### config.mk
export PLATFORM = sky130hd
export DESIGN_NAME = tlb_tagged
export DESIGN_NICKNAME = d
export VERILOG_FILES = /design/src/rtl/tlb_pkg.sv /design/src/rtl/tlb_cam.sv /design/src/rtl/tlb_plru.sv /design/src/rtl/tlb_tagged.sv
export SDC_FILE = /design/constraint.sdc
export NUM_CORES = 2
export LEC_CHECK = 0
export BUFFER_PORTS_ARGS = -buffer_cell sky130_fd_sc_hd__buf_4
export CAP_MARGIN = 20
export CORE_UTILIZATION = 50
export CTS_CLUSTER_SIZE = 25
export DETAILED_ROUTE_END_ITERATION = 12
export HOLD_SLACK_MARGIN = 0.02
export PLACE_DENSITY_LB_ADDON = 0.3
export SLEW_MARGIN = 25
export SYNTH_ARGS = -nofsm -noshare
export SYNTH_HDL_FRONTEND = slang
export SYNTH_SLANG_ARGS = --single-unit
### constraint.sdc
create_clock -name clk_i -period 5.65 [get_ports clk_i]
set_input_delay 0.565 -clock clk_i [delete_from_list [all_inputs] [get_ports clk_i]]
set_output_delay 0.565 -clock clk_i [all_outputs]
set_load 0.01 [all_outputs]
### src/rtl/tlb_pkg.sv
package tlb_pkg;
  localparam int unsigned PERM_W = 4;
  // rights index = {kernel, write}
  function automatic logic perm_ok(logic [PERM_W-1:0] perm, logic user, logic wr);
    return perm[{~user, wr}];
  endfunction
endpackage

### src/rtl/tlb_cam.sv
module tlb_cam #(
  parameter int unsigned N  = 8,
  parameter int unsigned VW = 20,
  parameter int unsigned TW = 8
) (
  input  logic [N-1:0]         valid_i,
  input  logic [N-1:0][VW-1:0] vpn_i,
  input  logic [N-1:0][TW-1:0] tag_i,
  input  logic                 tag_en_i,
  input  logic [VW-1:0]        key_vpn_i,
  input  logic [TW-1:0]        key_tag_i,
  output logic [N-1:0]         match_o
);
  for (genvar g = 0; g < N; g++) begin : g_cmp
    assign match_o[g] = valid_i[g] && (vpn_i[g] == key_vpn_i) &&
                        (!tag_en_i || (tag_i[g] == key_tag_i));
  end
endmodule

### src/rtl/tlb_plru.sv
module tlb_plru #(
  parameter int unsigned N  = 8,
  localparam int unsigned LW = $clog2(N)
) (
  input  logic          clk_i,
  input  logic          rst_ni,
  input  logic          touch_i,
  input  logic [LW-1:0] touch_idx_i,
  output logic [LW-1:0] victim_o
);
  // heap-ordered nodes 1..N-1; bit=1 points the victim search right
  logic [N-1:1] tree_q, tree_d;

  always_comb begin
    tree_d = tree_q;
    if (touch_i) begin
      for (int lvl = 0; lvl < LW; lvl++) begin
        tree_d[(1 << lvl) + (int'(touch_idx_i) >> (LW - lvl))] = ~touch_idx_i[LW-1-lvl];
      end
    end
  end

  always_comb begin
    int n;
    n = 1;
    for (int lvl = 0; lvl < LW; lvl++) n = 2 * n + int'(tree_q[n]);
    victim_o = LW'(n - int'(N));
  end

  always_ff @(posedge clk_i or negedge rst_ni) begin
    if (!rst_ni) tree_q <= '0;
    else         tree_q <= tree_d;
  end

  // a touched entry is never the next victim
  a_r8_touch_not_victim: assert property (@(posedge clk_i) disable iff (!rst_ni)
    touch_i |=> (victim_o != $past(touch_idx_i)));
endmodule

### src/rtl/tlb_tagged.sv
module tlb_tagged #(
  parameter int unsigned N_ENTRIES = 8,
  parameter int unsigned VPN_W     = 20,
  parameter int unsigned PPN_W     = 20,
  parameter int unsigned ASID_W    = 8,
  parameter int unsigned OFF_W     = 12,
  localparam int unsigned VA_W = VPN_W + OFF_W,
  localparam int unsigned PA_W = PPN_W + OFF_W,
  localparam int unsigned LW   = $clog2(N_ENTRIES),
  localparam int unsigned PW   = tlb_pkg::PERM_W
) (
  input  logic              clk_i,
  input  logic              rst_ni,
  input  logic              tag_en_i,
  input  logic [ASID_W-1:0] asid_i,
  input  logic              lk_valid_i,
  input  logic [VA_W-1:0]   lk_vaddr_i,
  input  logic              lk_write_i,
  input  logic              lk_user_i,
  output logic              lk_hit_o,
  output logic              lk_miss_o,
  output logic              lk_fault_o,
  output logic [PA_W-1:0]   lk_paddr_o,
  output logic              lk_cacheable_o,
  output logic              lk_ref_o,
  output logic              lk_mod_o,
  input  logic              fill_valid_i,
  input  logic [VPN_W-1:0]  fill_vpn_i,
  input  logic [ASID_W-1:0] fill_asid_i,
  input  logic [PPN_W-1:0]  fill_ppn_i,
  input  logic [PW-1:0]     fill_perm_i,
  input  logic              fill_cacheable_i,
  input  logic              inv_i,
  input  logic [VPN_W-1:0]  inv_vpn_i,
  input  logic [ASID_W-1:0] inv_asid_i,
  input  logic              flush_i
);
  localparam int unsigned N = N_ENTRIES;

  logic [N-1:0]             valid_q, ref_q, mod_q, cach_q;
  logic [N-1:0][VPN_W-1:0]  vpn_q;
  logic [N-1:0][ASID_W-1:0] asid_q;
  logic [N-1:0][PPN_W-1:0]  ppn_q;
  logic [N-1:0][PW-1:0]     perm_q;

  logic [N-1:0]  lk_match, inv_match, fill_match;
  logic [LW-1:0] lk_idx, dup_idx, free_idx, victim, fill_idx, touch_idx;
  logic          lk_any, lk_allow, lk_hit, touch;

  tlb_cam #(.N(N), .VW(VPN_W), .TW(ASID_W)) u_cam_lk (
    .valid_i(valid_q), .vpn_i(vpn_q), .tag_i(asid_q), .tag_en_i(tag_en_i),
    .key_vpn_i(lk_vaddr_i[VA_W-1:OFF_W]), .key_tag_i(asid_i), .match_o(lk_match));
  tlb_cam #(.N(N), .VW(VPN_W), .TW(ASID_W)) u_cam_inv (
    .valid_i(valid_q), .vpn_i(vpn_q), .tag_i(asid_q), .tag_en_i(tag_en_i),
    .key_vpn_i(inv_vpn_i), .key_tag_i(inv_asid_i), .match_o(inv_match));
  tlb_cam #(.N(N), .VW(VPN_W), .TW(ASID_W)) u_cam_fill (
    .valid_i(valid_q), .vpn_i(vpn_q), .tag_i(asid_q), .tag_en_i(tag_en_i),
    .key_vpn_i(fill_vpn_i), .key_tag_i(fill_asid_i), .match_o(fill_match));

  // lowest index wins for every encoder
  always_comb begin
    lk_idx = '0; dup_idx = '0; free_idx = '0;
    for (int i = N - 1; i >= 0; i--) begin
      if (lk_match[i])   lk_idx   = LW'(i);
      if (fill_match[i]) dup_idx  = LW'(i);
      if (!valid_q[i])   free_idx = LW'(i);
    end
  end

  tlb_plru #(.N(N)) u_plru (
    .clk_i(clk_i), .rst_ni(rst_ni), .touch_i(touch),
    .touch_idx_i(touch_idx), .victim_o(victim));

  always_comb begin
    if (|fill_match)    fill_idx = dup_idx;
    else if (!(&valid_q)) fill_idx = free_idx;
    else                fill_idx = victim;
  end

  assign lk_any   = lk_valid_i && (|lk_match);
  assign lk_allow = tlb_pkg::perm_ok(perm_q[lk_idx], lk_user_i, lk_write_i);
  assign lk_hit   = lk_any && lk_allow;

  assign lk_hit_o       = lk_hit;
  assign lk_fault_o     = lk_any && !lk_allow;
  assign lk_miss_o      = lk_valid_i && !(|lk_match);
  assign lk_paddr_o     = lk_hit ? {ppn_q[lk_idx], lk_vaddr_i[OFF_W-1:0]} : '0;
  assign lk_cacheable_o = lk_any && cach_q[lk_idx];
  assign lk_ref_o       = lk_any && ref_q[lk_idx];
  assign lk_mod_o       = lk_any && mod_q[lk_idx];

  assign touch     = !flush_i && (fill_valid_i || lk_hit);
  assign touch_idx = fill_valid_i ? fill_idx : lk_idx;

  always_ff @(posedge clk_i or negedge rst_ni) begin
    if (!rst_ni) begin
      valid_q <= '0; ref_q <= '0; mod_q <= '0; cach_q <= '0;
      vpn_q <= '0; asid_q <= '0; ppn_q <= '0; perm_q <= '0;
    end else if (flush_i) begin
      valid_q <= '0;
    end else begin
      if (inv_i) valid_q <= valid_q & ~inv_match;
      if (lk_hit) begin
        ref_q[lk_idx] <= 1'b1;
        if (lk_write_i) mod_q[lk_idx] <= 1'b1;
      end
      // refill applied last so it overrides a same-slot hit or invalidate
      if (fill_valid_i) begin
        valid_q[fill_idx] <= 1'b1;
        vpn_q[fill_idx]   <= fill_vpn_i;
        asid_q[fill_idx]  <= fill_asid_i;
        ppn_q[fill_idx]   <= fill_ppn_i;
        perm_q[fill_idx]  <= fill_perm_i;
        cach_q[fill_idx]  <= fill_cacheable_i;
        ref_q[fill_idx]   <= 1'b0;
        mod_q[fill_idx]   <= 1'b0;
      end
    end
  end

  a_r2_one_outcome: assert property (@(posedge clk_i) disable iff (!rst_ni)
    lk_valid_i |-> ($countones({lk_hit_o, lk_miss_o, lk_fault_o}) == 1));
  a_r2_idle_quiet: assert property (@(posedge clk_i) disable iff (!rst_ni)
    !lk_valid_i |-> !(lk_hit_o || lk_miss_o || lk_fault_o));
  a_r7_flush_empties: assert property (@(posedge clk_i) disable iff (!rst_ni)
    flush_i |=> (valid_q == '0));
  a_r6_inv_clears: assert property (@(posedge clk_i) disable iff (!rst_ni)
    (inv_i && !fill_valid_i) |=> ((valid_q & $past(inv_match)) == '0));
  a_r4_ref_set: assert property (@(posedge clk_i) disable iff (!rst_ni)
    (lk_hit_o && !flush_i && !fill_valid_i) |=> ref_q[$past(lk_idx)]);
  a_r4_mod_set: assert property (@(posedge clk_i) disable iff (!rst_ni)
    (lk_hit_o && lk_write_i && !flush_i && !fill_valid_i) |=> mod_q[$past(lk_idx)]);
  a_r8_fill_valid: assert property (@(posedge clk_i) disable iff (!rst_ni)
    (fill_valid_i && !flush_i) |=> (valid_q != '0));
endmodule

==> impl_metrics.json <==
{
  "die_area_um2": 56200,
  "synth-simple-area-share_pct": 10.2,
  "drv_slew": 0,
  "dp.cells": 3219,
  "grt_pass1_vias": 21400,
  "powerDensity_nw_per_um2": 307,
  "wirelength_mm": 96.4,
  "setup_tns_ps": 0,
  "num_antenna_cells": 0,
  "num_vias": 21000,
  "num_rows": 85,
  "crit_type": "reg2out",
  "drc": 0,
  "h-tree-depth": 2,
  "synth_top_family_by_area": "XOR/XNOR gates",
  "nFillCells": 4554,
  "yosysWarnings": 0,
  "cp-end-kind": "primary output",
  "r2r_end": "u_plru.tree_q[2]$_DFFE_PN0P_",
  "synthAdderAreaFrac_pct": 0,
  "fmax_ghz": 0.183,
  "antenna_found_initial": 0,
  "rsz0062_at_grt": "no",
  "nNetsFinal": 2707,
  "gp_congestion": 1.01,
  "dr.pass1.iters": 5,
  "post-cts-setup-buffer-count": 0,
  "avgSynthCellArea_um2": 11.1,
  "synth-seq-cells": 455,
  "numCtsBuffers": 51,
  "portBuffers": 167,
  "fp.dieW_um": 237,
  "synth_area_um2": 27700,
  "seq_area_frac_synth_pct": 41.2,
  "tightestPinTransition_ps": 962,
  "startpoint_type": "register",
  "drive_above_1_share_pct": 30.3,
  "hold_viol": 0,
  "synthMuxAreaShare_pct": 18.8,
  "grt_pass1_wl_mm": 142,
  "start_util_pct": 51.0,
  "cts_tree": "done",
  "syn2layout_area_growth_pct": 13.8,
  "r2r_start": "asid_q[1]$_DFFE_PN0P_",
  "synth_edf_count": 0,
  "clk_path_buf_depth": 3,
  "antenna_left": 0,
  "grt_util_all_layers_pct": 34.4,
  "worstSetupStartpoint": "asid_q[1]$_DFFE_PN0P_",
  "r2r_slack_ps": 1080,
  "irDropWorstVdd_v": 0.000269,
  "avgRoutedWirePerCell_um": 29.1,
  "arrival_ps": 4900,
  "mostFrequentLayoutCells": "dfrtp_1 (455), mux2_2 (437), xnor2_1 (358)",
  "synth_compound_area_share_pct": 5.25,
  "vias_per_cell": 6.32,
  "p_leak_nw": 13.7,
  "ios": 168,
  "cap_violations": 0,
  "clk_pin_slew_ps": 60,
  "dp_hpwl_mm": 63.9,
  "min_period_over_period_pct": 96.7,
  "r2r_cells": 13,
  "syn-instance-count": 2495,
  "synth_flop_cell": "dfrtp_1",
  "die_y_um": 237,
  "cp_max_fo": 23,
  "finalSetupViolCount": 0,
  "core_um2": 54200,
  "holdCritPathClass": "in2reg",
  "overflow": 0,
  "final_cells": 3315,
  "drt_iter0_drc": 1797,
  "cp.required_ps": 5090,
  "timing.slew.headroom_pct": 35.9,
  "fin_skew_ps": 35.0,
  "hold_ws_ps": 227,
  "synth_cell_types": 68,
  "finalCriticalPeriod_ps": 5460,
  "cp-endpoint": "lk_paddr_o[20]",
  "worstSkewPairLatency_ps": 630,
  "layout_commonest_cell": "dfrtp_1",
  "cts_root_buffer": "clkbuf_16",
  "cts.sinks": 455,
  "synth_xor_area_share_pct": 21.3,
  "synth_nets": 2625,
  "grt_start_max_net_pins": 144,
  "outcome": "completed",
  "async_reset_ff_share_pct": 100
}
[per-layer routing]
layer / GRT usage (%) / vias up / routed length, µm
li1: - / 9003 / -
met1: 45.6 / 10700 / 39900
met2: 54.8 / 977 / 44200
met3: 6.24 / 271 / 7400
met4: 15.7 / 0 / 4830
met5: 0 / - / 0
[synth_stat cells, types with 5 or more instances]
library cell  instances  share of area [%]
or4_1                10               0.27
o21a_1                8               0.22
o211ai_1              8               0.22
mux2i_1              27               0.98
a31oi_1               9               0.20
xnor2_1             358                 11
nand2_1              59               0.80
nand4b_1              6               0.19
mux2_2              437                 18
a21oi_1              12               0.22
buf_2                39               0.71
a21boi_0              7               0.19
buf_1                 8               0.11
nor4_1              100                2.3
dfrtp_1             455                 41
nor2_1               59               0.80
nor3_1               35               0.63
nor4b_1              15               0.48
and3_1               12               0.27
xor2_1              316                 10
and2_1               17               0.38
o221ai_1             19               0.60
or3_1                 5               0.11
o22ai_1              15               0.34
inv_1                17               0.23
nand3_1              38               0.69
nand4_1             109                2.5
nand2b_1              9               0.20
buf_4                 7               0.19
o21ai_0              31               0.56
a211oi_1             13               0.35
o22a_1               13               0.41
clkbuf_1            140                1.9
a2111oi_2             9               0.49
a2111oi_0             7               0.22
[repair_timing]
action | 4_1_cts | 5_1_grt
setup endpoints to repair | 15 | 29
gates resized for setup | 4 | 6
hold buffers | 1 | 0
endpoints found under the hold margin | 22 | 0
pin swaps | 0 | 0
[logic make-up (layout without fill, tap and decap cells)]
family	after synthesis	in the layout
compound gates	191	191
xor+xnor	674	674
buf+inv	214	338
flops	455	455
mux	464	464
simple gates	497	497
[worst max-delay path: stages, from the launching register on]
cell and delay, ps:
dfrtp_1 460, xor2_1 200, nor4_1 300, a21boi_1 250, or4_4 670, nand2_2 130, or4_1 150, o22ai_1 70
or3_1 320, or3b_1 400, a311o_2 550, buf_4 280, a211oi_1 270, buf_4 180
[registers in the layout (all words and copies together), names as in the netlist]
signal         flops
asid_q            64
cach_q             8
mod_q              8
perm_q            32
ppn_q            160
ref_q              8
u_plru.tree_q      7
valid_q            8
vpn_q            160
[through the flow]
| stage | cell area, µm² | utilization, % | setup slack (ps) | total power [mW] |
|---|---|---|---|---|
| global route | 31500 | 58.0 | 7.13 | 10.0 |
| floorplan | 27700 | - | 902 | 5.34 |
| detailed placement | 29600 | 54.5 | 79.7 | 6.00 |
| global placement | 29600 | 54.5 | 45.4 | 5.95 |
| finish | 31500 | 58.0 | 185 | 9.66 |
| CTS | 31400 | 58.0 | 27.3 | 9.69 |
[worst min path at each step]
stage,from,endpoint,slack [ps],depth (start not counted)
floorplan,rst_ni,asid_q[0]$_DFFE_PN0P_,270,0
global placement,ref_q[3]$_DFFE_PN0N_,ref_q[3]$_DFFE_PN0N_,470,1
detailed placement,ref_q[3]$_DFFE_PN0N_,ref_q[3]$_DFFE_PN0N_,480,1
CTS,fill_ppn_i[9],ppn_q[9]$_DFFE_PN0P_,200,2
global route,fill_ppn_i[13],ppn_q[93]$_DFFE_PN0P_,220,2
finish,fill_perm_i[2],perm_q[2]$_DFFE_PN0P_,230,3
[cell type report]
cell class | count | area (µm²) | share of cell area (%)
clock inverters | 31 | 472 | 1.50
well taps | 696 | 871 | 2.77
clock buffers | 64 | 1410 | 4.46
inverters | 18 | 68.8 | 0.219
repair buffers | 225 | 1810 | 5.76
multi-input cells | 1826 | 15500 | 49.1
flip-flops and latches | 455 | 11400 | 36.2
[power by group]
| part | total (mW) | internal (mW) | switching [mW] |
|---|---|---|---|
| clock | 3.66 | 2.20 | 1.47 |
| sequential | 4.14 | 3.64 | 0.500 |
| combinational | 1.85 | 0.908 | 0.944 |
No activity file was read; power rests on OpenSTA's default activity.
